[src/rtl/baud_pkg.sv]
package baud_pkg;
  typedef enum logic [1:0] {
    SRC_MCK = 2'd0,
    SRC_PRE = 2'd1,
    SRC_RSV = 2'd2,
    SRC_EXT = 2'd3
  } baud_src_e;

  localparam int OS_W = 4;

  // Last value of the oversampling counter before it wraps.
  function automatic logic [OS_W-1:0] os_last(input logic x8);
    return x8 ? OS_W'(7) : OS_W'(15);
  endfunction

  // Divider terminal count for a given divisor.
  function automatic logic [31:0] div_last(input logic [31:0] cd_val);
    return cd_val - 32'd1;
  endfunction
endpackage

[src/rtl/baud_src_sel.sv]
module baud_src_sel
  import baud_pkg::*;
#(
  parameter int PRESCALE = 8
) (
  input  logic      clk,
  input  logic      rst_n,
  input  logic      restart,
  input  baud_src_e src,
  input  logic      ext_pin,
  output logic      src_en
);
  logic pre_en;
  logic ext_rise;
  logic [2:0] sync_sh;

  generate
    if (PRESCALE > 1) begin : g_pre
      localparam int PC_W = $clog2(PRESCALE);
      localparam logic [PC_W-1:0] PC_LAST = PC_W'(PRESCALE - 1);
      logic [PC_W-1:0] pc;
      always_ff @(posedge clk or negedge rst_n) begin
        if (!rst_n)              pc <= '0;
        else if (restart)        pc <= '0;
        else if (pc == PC_LAST)  pc <= '0;
        else                     pc <= pc + 1'b1;
      end
      assign pre_en = (pc == PC_LAST);
    end else begin : g_nopre
      assign pre_en = 1'b1;
    end
  endgenerate

  // Two synchronizer stages plus one history stage for edge detection.
  always_ff @(posedge clk or negedge rst_n) begin
    if (!rst_n) sync_sh <= '0;
    else        sync_sh <= {sync_sh[1:0], ext_pin};
  end
  assign ext_rise = sync_sh[1] & ~sync_sh[2];

  always_comb begin
    unique case (src)
      SRC_MCK: src_en = 1'b1;
      SRC_PRE: src_en = pre_en;
      SRC_EXT: src_en = ext_rise;
      default: src_en = 1'b0;
    endcase
  end
endmodule

[src/rtl/baud_divider.sv]
module baud_divider
  import baud_pkg::*;
#(
  parameter int DIV_W = 16
) (
  input  logic             clk,
  input  logic             rst_n,
  input  logic             restart,
  input  logic             src_en,
  input  logic [DIV_W-1:0] cd,
  output logic             div_tick
);
  logic [DIV_W-1:0] cnt;
  logic             run;
  logic             hit;

  assign run = src_en && (cd != '0);
  assign hit = run && (cnt == DIV_W'(div_last(32'(cd))));
  assign div_tick = hit && !restart;

  always_ff @(posedge clk or negedge rst_n) begin
    if (!rst_n)       cnt <= '0;
    else if (restart) cnt <= '0;
    else if (hit)     cnt <= '0;
    else if (run)     cnt <= cnt + 1'b1;
  end
endmodule

[src/rtl/baud_oversamp.sv]
module baud_oversamp
  import baud_pkg::*;
(
  input  logic clk,
  input  logic rst_n,
  input  logic restart,
  input  logic div_tick,
  input  logic x8,
  output logic os_wrap
);
  logic [OS_W-1:0] os_cnt;

  assign os_wrap = div_tick && (os_cnt == os_last(x8));

  always_ff @(posedge clk or negedge rst_n) begin
    if (!rst_n)        os_cnt <= '0;
    else if (restart)  os_cnt <= '0;
    else if (os_wrap)  os_cnt <= '0;
    else if (div_tick) os_cnt <= os_cnt + 1'b1;
  end
endmodule

[src/rtl/baud_tick_gen.sv]
module baud_tick_gen
  import baud_pkg::*;
#(
  parameter int DIV_W    = 16,
  parameter int PRESCALE = 8
) (
  input  logic             clk,
  input  logic             rst_n,
  input  logic [1:0]       src_sel,
  input  logic [DIV_W-1:0] cd,
  input  logic             over_x8,
  input  logic             sync_mode,
  input  logic             ext_clk,
  output logic             sample_tick,
  output logic             bit_tick
);
  localparam int CFG_W = DIV_W + 4;

  logic [CFG_W-1:0] cfg_now, cfg_q;
  logic restart;
  logic src_en;
  logic div_tick;
  logic os_wrap;

  assign cfg_now = {src_sel, over_x8, sync_mode, cd};

  always_ff @(posedge clk or negedge rst_n) begin
    if (!rst_n) cfg_q <= '0;
    else        cfg_q <= cfg_now;
  end
  assign restart = (cfg_now != cfg_q);

  baud_src_sel #(.PRESCALE(PRESCALE)) u_src (
    .clk(clk), .rst_n(rst_n), .restart(restart),
    .src(baud_src_e'(src_sel)), .ext_pin(ext_clk), .src_en(src_en)
  );

  baud_divider #(.DIV_W(DIV_W)) u_div (
    .clk(clk), .rst_n(rst_n), .restart(restart),
    .src_en(src_en), .cd(cd), .div_tick(div_tick)
  );

  baud_oversamp u_os (
    .clk(clk), .rst_n(rst_n), .restart(restart),
    .div_tick(div_tick), .x8(over_x8), .os_wrap(os_wrap)
  );

  assign sample_tick = div_tick && !sync_mode;
  assign bit_tick    = sync_mode ? div_tick : os_wrap;
endmodule

[config.mk]
export PLATFORM = sky130hd
export DESIGN_NAME = baud_tick_gen
export DESIGN_NICKNAME = d
export VERILOG_FILES = /design/src/rtl/baud_pkg.sv /design/src/rtl/baud_src_sel.sv /design/src/rtl/baud_divider.sv /design/src/rtl/baud_oversamp.sv /design/src/rtl/baud_tick_gen.sv
export SDC_FILE = /design/constraint.sdc
export NUM_CORES = 1
export LEC_CHECK = 0
export BUFFER_PORTS_ARGS = -buffer_cell sky130_fd_sc_hd__buf_4
export CAP_MARGIN = 20
export CORE_ASPECT_RATIO = 0.7
export CORE_MARGIN = 2
export CORE_UTILIZATION = 25
export DETAILED_ROUTE_END_ITERATION = 8
export PLACE_DENSITY = 0.47
export SKIP_LAST_GASP = 1
export SLEW_MARGIN = 40
export SYNTH_ARGS = -nofsm -noshare
export SYNTH_HDL_FRONTEND = slang
export SYNTH_HIERARCHICAL = 1
export SYNTH_SLANG_ARGS = --single-unit
[constraint.sdc]
create_clock -name clk -period 4 [get_ports clk]
set_input_delay 0.6 -clock clk [delete_from_list [all_inputs] [get_ports clk]]
set_output_delay 0.6 -clock clk [all_outputs]
set_load 0.05 [all_outputs]
## Word-level counts from Yosys, hierarchy flattened

Cells that the tools add are included.

| storage, ports and cells | value |
|---|---|
| register bits | 46 |
| word-level logic and storage cells | 39 |
| output and inout bits | 2 |
| input port bits | 23 |

| operators by class | value |
|---|---|
| muxes and demuxes | 11 |
| $add $sub $neg | 4 |
| reductions and logical operators | 11 |
| equal/unequal tests | 6 |
| bitwise gates (word level) | 2 |

Operators with widths:

| operator | number |
|---|---|
| 16-bit two-way mux | 3 |
| 20-bit inequality test | 1 |
| 16-bit by 1-bit adder with 16-bit output, second input constant | 1 |
| 16-bit == test | 1 |
| 4-bit two-way mux | 4 |
| 16-bit nonzero test | 1 |
| 16-bit by 1-bit subtractor with 16-bit output, second input constant | 1 |
| 3-bit two-way mux | 2 |
| 3-bit nonzero test | 2 |
| 1-bit logical AND | 5 |
| 4-bit by 1-bit adder with 4-bit output, second input constant | 1 |
| 4-bit == test | 1 |
| 3-bit by 1-bit adder with 3-bit output, second input constant | 1 |
| 3-bit == test, second input constant | 1 |
| 1-bit one-hot mux with 3 select lines | 1 |
| 2-bit by 1-bit == test with 1-bit output, second input constant | 1 |
| 2-bit == test, second input constant | 1 |
| 1-bit logical NOT | 2 |
| 2-bit logical NOT | 1 |
| 1-bit AND | 1 |
| 1-bit two-way mux | 1 |
| 1-bit NOT | 1 |

## Longest topological paths before layout

Gate-level depths: netlist (run 1).

| depth | value |
|---|---|
| word-level depth | 9 |
| gate-level depth with buffers | 13 |
| depth with buffers taken out | 13 |

## Cells and area by module

Netlist (run 1), hierarchy kept.

By module, submodules not included:

| module | cells an instance | instances | seq. area each (um2) | area each (um2) |
|---|---|---|---|---|
| baud_divider | 162 | 1 | 400.4 | 1441.4 |
| baud_tick_gen | 49 | 1 | 500.5 | 735.7 |
| baud_oversamp | 25 | 1 | 100.1 | 240.2 |
| baud_src_sel | 14 | 1 | 150.1 | 212.7 |

## Least setup slack after synthesis (run 1)

No wires, ideal clock.

| path | value |
|---|---|
| path type | input port to output port |
| from | in cd[0] |
| to | out bit_tick |
| arrival time | 3.142 ns |
| buffers on the path | 0 |
| setup slack | 0.258 ns |
| required time | 3.400 ns |
| stages | 11 |
| cell sequence | inv_1 ha_1 xor2_1 o211ai_1 a221o_1 nor4_2 nand4bb_1 or4_4 nor2_1 and2_1 mux2_2 |

| on the way | value |
|---|---|
| cells in the longest elaborated chain, start to end | 6 |
| elaborated cells between the ends (all ways) | 10 |
| those cells by class | add/sub: 1; eq/ne: 2; mux: 1; reduce/logical: 6 |

RTL lines:

| what | line | RTL |
|---|---|---|
| from (decl) | baud_tick_gen.sv:10 | `input logic [DIV_W-1:0] cd,` |
| 16-bit by 1-bit subtractor with 16-bit output / 16-bit nonzero test (equally long branches) | baud_pkg.sv:18, baud_divider.sv:17 |  |
| 16-bit == test / 1-bit logical AND (equally long branches) | baud_divider.sv:18, baud_divider.sv:17 |  |
| 1-bit logical AND | baud_divider.sv:18 | `assign hit = run && (cnt == DIV_W'(div_last(32'(cd))));` |
| 1-bit logical AND * | baud_divider.sv:19 | `assign div_tick = hit && !restart;` |
| net div_tick | baud_tick_gen.sv:22 | `logic div_tick;` |
| 1-bit logical AND * | baud_oversamp.sv:13 | `assign os_wrap = div_tick && (os_cnt == os_last(x8));` |
| net os_wrap | baud_tick_gen.sv:23 | `logic os_wrap;` |
| 1-bit two-way mux * | baud_tick_gen.sv:49 | `assign bit_tick = sync_mode ? div_tick : os_wrap;` |
| to (decl) | baud_tick_gen.sv:15 | `output logic bit_tick` |

Mark *: on every way through the listed nets, which the timed path passes. The rest lies on a longest branch.

## Worst setup path after layout (run 1)

Same ends and word-level chain as after synthesis.

==> run metrics, run 1 <==
status=complete, no violations; Die ar.=about 11000 µm²; CTS H-tree lvls=2; clock-pin transition on the worst setup and hold timing paths=about 60 ps; CTS root buffer=clkbuf_16; CTS tree=done; first-pass detailed-route iteration total=4; initial antenna violation count=0; Max FO, Critical Path=8; Min Clock Period, post-route=3807 ps; f_max=between 200 and 300 MHz; Critical Path Start=cd[0]; WHS=roughly 320 ps; commonest cells in the netlist=46 x dfrtp_1, 28 x xnor2_1, 27 x xor2_1, 21 x nor3_1, 12 x nor2_1; vias in the first global route=around 1900; Inserted Clock Buffers=5; Synth top area share=0.4377; Crit. End Element=output pin; die width=around 130 µm; CP Launch Type=primary input; top post-synthesis cells by area=dfrtp_1 44%, xnor2_1 9.3%, xor2_1 9.0%; static leakage=~1.3 nW; starting density of the core=0.2559; detailed router's first-iteration violation count=110; final hold vios=0; Synth Register Bits=between 40 and 50; # port buffers=24; largest net degree at the start of global routing=47; setup tns final=0 ps; Clock Path Buffers=2; asr flop ratio synth=1.000; antenna-violating nets left=0; Worst R2R Start=u_div/cnt[3]; final worst-path cycle share=0.9516; Mapped Nets=279; Setup Viol. Count Final=0; via count=roughly 1900; Worst Path Arrival=around 3200 ps; max cap viols=0; DRC violations left=0; Synth Instances=250; Crit Path Class=primary input to output pin; Metal-1 WL=3.391 mm; CTS Sinks=between 40 and 50; GRT Total Usage=0.1129; drt via density=4.614; R2R cell count=10; final max-slew violation count=0; Chip Height=around 90 µm; Critical Path RT=~3400 ps; top layer in use=met4; first-pass GRT wire length=between 10 and 15 mm; metal2 WL=between 2 and 3 mm; Main synth FF type=dfrtp_1; setup bufs post-CTS=0; post-synthesis sequential area ratio=0.4377; layout cells sized above 1=0.1750; Routed WL=6.219 mm; Yosys cell types=between 50 and 60; worst skew pair latency=around 290 ps; Slew headroom=0.5986; Final HPWL DP=roughly 4.6 mm; Antenna Cells=0; Slew @ Worst Pin=602.1 ps; cell row count=31; cell with the most instances after synthesis=dfrtp_1; synthesis-to-finish area growth=20.36%; GRT overflow=0; WL per Instance=15.09 µm; Hold Path Class=primary input to asynchronous set/reset pin; number of synthesized flops with an enable pin=0; Yosys top cell by area=dfrtp_1; syn_area_per_cell=~11 µm²; io pins=25; yosys synthesis warning count=6; Core ar.=between 10000 and 15000 µm²; Pwr Density=~340 nW/µm²; Final Wtd Congestion=roughly 0.79; worst ir drop on vdd=roughly 0.00023 V; Mapped Area=between 2000 and 3000 µm²; RSZ-0062 raised after global routing=no; Final #Nets=around 310; met3 WL=230 µm; worst clock skew=about 5.8 ps
==> layer usage <==
metal	track usage	vias to the layer above
met1	0.1768	924
met2	0.1493	25
met3	0.03155	8
met4	0.02930	0
met5	0	-
li1	-	944
==> worst paths after layout <==
| kind | end | slack (ps) |
|---|---|---|
| max in group asynchronous | u_div/cnt[13] | 3270 |
| min in group clk | u_src/sync_sh[1] | 350 |
| hold / removal | cfg_q[6] | 320 |
| hold reg to reg | u_src/sync_sh[1] | 350 |
| setup reg to reg | u_os/os_cnt[3] | 890 |
| setup / recovery | bit_tick | 190 |
==> power by group <==
part / switching [mW] / internal (mW)
combinational: 0.0595 / 0.0449
sequential: 0.00472 / 0.477
clock: 0.184 / 0.295
==> worst max-delay path, stage by stage <==
cell and delay (ps):
buf_4 130, inv_1 60, ha_1 300, xor2_1 130, o211ai_1 100, a221o_1 300, nor4_4 310, nand4bb_1 140
or4_4 580, nor2_4 130, and2_1 130, mux2_2 150, buf_6 150
==> cells in the final DEF (no fill, tap or decap), drive strengths merged, types with 3 or more instances in the layout <==
| cell | n |
|---|---|
| a21oi | 4 |
| a31oi | 3 |
| and3 | 6 |
| buf | 29 |
| clkbuf | 5 |
| dfrtp | 46 |
| ha | 6 |
| inv | 7 |
| nand2 | 8 |
| nand2b | 3 |
| nand3 | 8 |
| nand3b | 4 |
| nand4 | 9 |
| nand4b | 3 |
| nor2 | 13 |
| nor2b | 6 |
| nor3 | 21 |
| nor3b | 3 |
| nor4 | 6 |
| o211ai | 3 |
| xnor2 | 28 |
| xor2 | 27 |
==> metrics by stage <==
step | total power, mW | setup slack, ps | util | std cells | instance area, µm²
after floorplan | 0.5386 | 257.5 | - | 250 | 2630
after global placement | 0.5955 | 102.9 | 0.2895 | 404 | 2975
after detailed placement | 0.5956 | 54.46 | 0.2895 | 404 | 2975
after CTS | 1.081 | 50.32 | 0.3060 | 412 | 3146
after global routing | 1.118 | 0.2167 | 0.3080 | 412 | 3166
final | 1.064 | 193.4 | 0.3080 | 412 | 3166
==> sequential cells by signal, summed over array words and instances (netlist names) <==
signal          flops
cfg_q              20
u_div/cnt          16
u_os/os_cnt         4
u_src/g_pre.pc      3
u_src/sync_sh       3
==> kinds of logic (layout without fill, tap and decap cells) <==
logic type,after synthesis,after routing,share of synthesized area
simple gates,105,105,0.2550
xor+xnor,55,55,0.1832
flops,46,46,0.4377
compound gates,21,21,0.05947
buf+inv,14,44,0.02426
fa+ha+maj,6,6,0.02854
mux,3,3,0.01189
==> what timing repair did <==
action                     CTS  global route
resized for setup            0             4
setup endpoints to repair    0             2
hold buffers                 0             0
==> final cells by class <==
| class | count | area (µm²) |
|---|---|---|
| Fill cell | 1083 | 7113 |
| Multi-Input combinational cell | 190 | 1431 |
| Sequential cell | 46 | 1151 |
| Timing Repair Buffer | 29 | 221.5 |
| Tap cell | 132 | 165.2 |
| Clock buffer | 5 | 125.1 |
| Clock inverter | 3 | 45.04 |
| Inverter | 7 | 26.28 |
No activity file was read; power rests on OpenSTA's default activity.
==> run 2: changes to the inputs <==
--- a/config.mk
+++ b/config.mk
@@ -9,9 +9,10 @@
 export CAP_MARGIN = 20
 export CORE_ASPECT_RATIO = 0.7
 export CORE_MARGIN = 2
-export CORE_UTILIZATION = 25
+export CORE_UTILIZATION = 55
 export DETAILED_ROUTE_END_ITERATION = 8
-export PLACE_DENSITY = 0.47
+export PLACE_DENSITY = 0.82
+export RECOVER_POWER = 25
 export SKIP_LAST_GASP = 1
 export SLEW_MARGIN = 40
 export SYNTH_ARGS = -nofsm -noshare
==> run 2 against run 1 <==
Against the previous run:
- critical endpoint unchanged
- sequential cell count stayed put
- critical path depth is 2 lower
- power is 21% lower
- clock power is 44% lower
- critical path type unchanged
- via count is 2.5% higher
==> run metrics, run 2 (synthesis gave the netlist of run 1 again) <==
status=complete, no violations; Slew headroom=0.5967 (-0.001894); Chip Height=61.86 µm (-31%); cell family with most CP delay=simple AND/OR/NAND/NOR gates; first-pass GRT wire length=8.804 mm (-13%); CP Launch Type=primary input; final max-slew violation count=0 (unchanged); worst skew pair latency=300 ps (about the same); largest reg by FF count=cfg_q; Critical Path RT=3400 ps (about the same); max reg flops=20 (unchanged); worst clock skew=11.30 ps (+5.458 ps); DRC violations left=0 (unchanged); fill cell count=400 (-63%); Final Wtd Congestion=0.8472 (+7.6%); CTS Sinks=46 (unchanged); crit path buf inv count=2 (-1); Antenna Cells=0 (unchanged); Core Util, Final=0.6183 (+0.3103); first-pass detailed-route iteration total=4 (unchanged); multi-input logic area=1423 µm² (-0.61%); cell row count=21 (-32%); drt via density=5.815 (+26%); vias in the first global route=1726 (-7.8%); Clock Path Buffers=2 (unchanged); Final Total Pwr=0.8437 mW (-21%); synthesis-to-finish area growth=10.56%; R2R setup slack=930 ps (+40 ps); max cap viols=0 (unchanged); reg2reg end=u_os/os_cnt[3]; commonest non-fill, non-tap cell in the layout=dfrtp_1; crit path to=bit_tick; Sequential Area=1151 µm² (unchanged); CTS root buffer=clkbuf_8; Worst Path Arrival=3220 ps (about the same); WHS=290.2 ps (-33.68 ps); # port buffers=24 (unchanged); starting density of the core=0.5592 (+0.3033); Setup Viol. Count Final=0 (unchanged); worst ir drop on vdd=0.0001866 V (-17%); antenna-violating nets left=0 (unchanged); slowest stage cell, crit path=nor4_4; CTS H-tree lvls=2 (unchanged); CTS tree=done; Cell Chain, Critical Path=clkbuf_1 -> nor4_4 -> and4b_4 -> nand3b_1 -> a31o_1 -> a32o_1 -> or4_4 -> nor2_4 -> and2_1 -> mux2_2 -> buf_6; Hold Path Class=primary input to asynchronous set/reset pin; Routed WL=5.613 mm (-9.7%); layout cells sized above 1=0.1151 (-0.05989); final worst-path cycle share=0.9554 (+0.003713); Inserted Clock Buffers=5 (unchanged); most frequent cells in the layout=46 x dfrtp_1, 28 x xnor2_1, 27 x xor2_1, 21 x nor3_1, 15 x clkbuf_1; Final #Nets=307 (-0.32%); initial antenna violation count=0 (unchanged); Slew @ Worst Pin=599.4 ps (-2.688 ps); Die ar.=5360 µm² (-53%); Hold-fix buffers, CTS=0 (unchanged); Core ar.=4703 µm² (-54%); GRT overflow=0 (unchanged); final hold vios=0 (unchanged); Largest regs=cfg_q x20, u_div/cnt x16, u_os/os_cnt x4; static leakage=1.200 nW (-7.0%); GRT Total Usage=0.2189 (+0.1060); Min Clock Period, post-route=3821 ps (+14.85 ps); Critical Path Start=cd[2]; via count=1948 (+2.5%); CP Depth=11 (-2); Final HPWL DP=4.105 mm (-11%); Worst R2R Start=u_src/g_pre.pc[0]; Pwr Density=290.1 nW/µm² (-14%); Crit. End Element=output pin; detailed router's first-iteration violation count=143 (+30%); Worst path max stage delay=500 ps (-80 ps); largest net degree at the start of global routing=47 (unchanged); clock-pin transition on the worst setup and hold timing paths=80 ps (+20 ps); Crit Path Class=primary input to output pin; WL per Instance=16.76 µm (+11%); die width=86.65 µm (-32%); f_max=261.7 MHz (-0.39%); io pins=25 (unchanged); R2R cell count=13 (+3); Max FO, Critical Path=7 (-1)
[run 2: what timing repair did]
| item | CTS | global route |
|---|---|---|
| setup endpoints to repair | 0 | 1 |
| resized for setup | 0 | 3 |
| buffers inserted | 0 | 0 |
[run 2: metal layers]
layer  GRT usage  wire, µm  share of wire
met5           0         0              0
met4     0.05357        38         0.0068
met3     0.05548       315          0.056
met2      0.3121      2386           0.43
met1      0.3339      2874           0.51
[run 2: how the worst min path moves through the flow]
stage | slack (ps) | start | endpoint | cells past startpoint
2_1_floorplan | 300 | rst_n | cfg_q[0] | 0
3_3_place_gp | 350 | u_src/sync_sh[0] | u_src/sync_sh[1] | 0
3_5_place_dp | 350 | u_src/sync_sh[0] | u_src/sync_sh[1] | 0
4_1_cts | 320 | rst_n | cfg_q[13] | 1
5_1_grt | 340 | rst_n | cfg_q[5] | 1
6_report | 290 | rst_n | cfg_q[19] | 1
[run 2: per-stage QoR]
stage / area (µm²) / TNS, ps / instances / setup slack [ps]
global route: 2908 / -2.500 / 335 / -2.500
floorplan: 2630 / 0 / 250 / 257.5
global placement: 2867 / 0 / 327 / 166.5
CTS: 2945 / 0 / 334 / 65.70
detailed placement: 2867 / 0 / 327 / 55.95
finish: 2908 / 0 / 335 / 178.6
[run 2: layout make-up]
class	instances	area share
clock buffers	5	0.02367
multi-input cells	190	0.4892
clock inverters	2	0.003442
repair buffers	28	0.05422
inverters	7	0.009036
well taps	57	0.02453
flip-flops and latches	46	0.3959
[run 2: power breakdown]
part           switching [mW]  internal (mW)
Sequential            0.00517          0.476
Clock                   0.150          0.117
Combinational          0.0571         0.0376
Total                   0.212          0.631
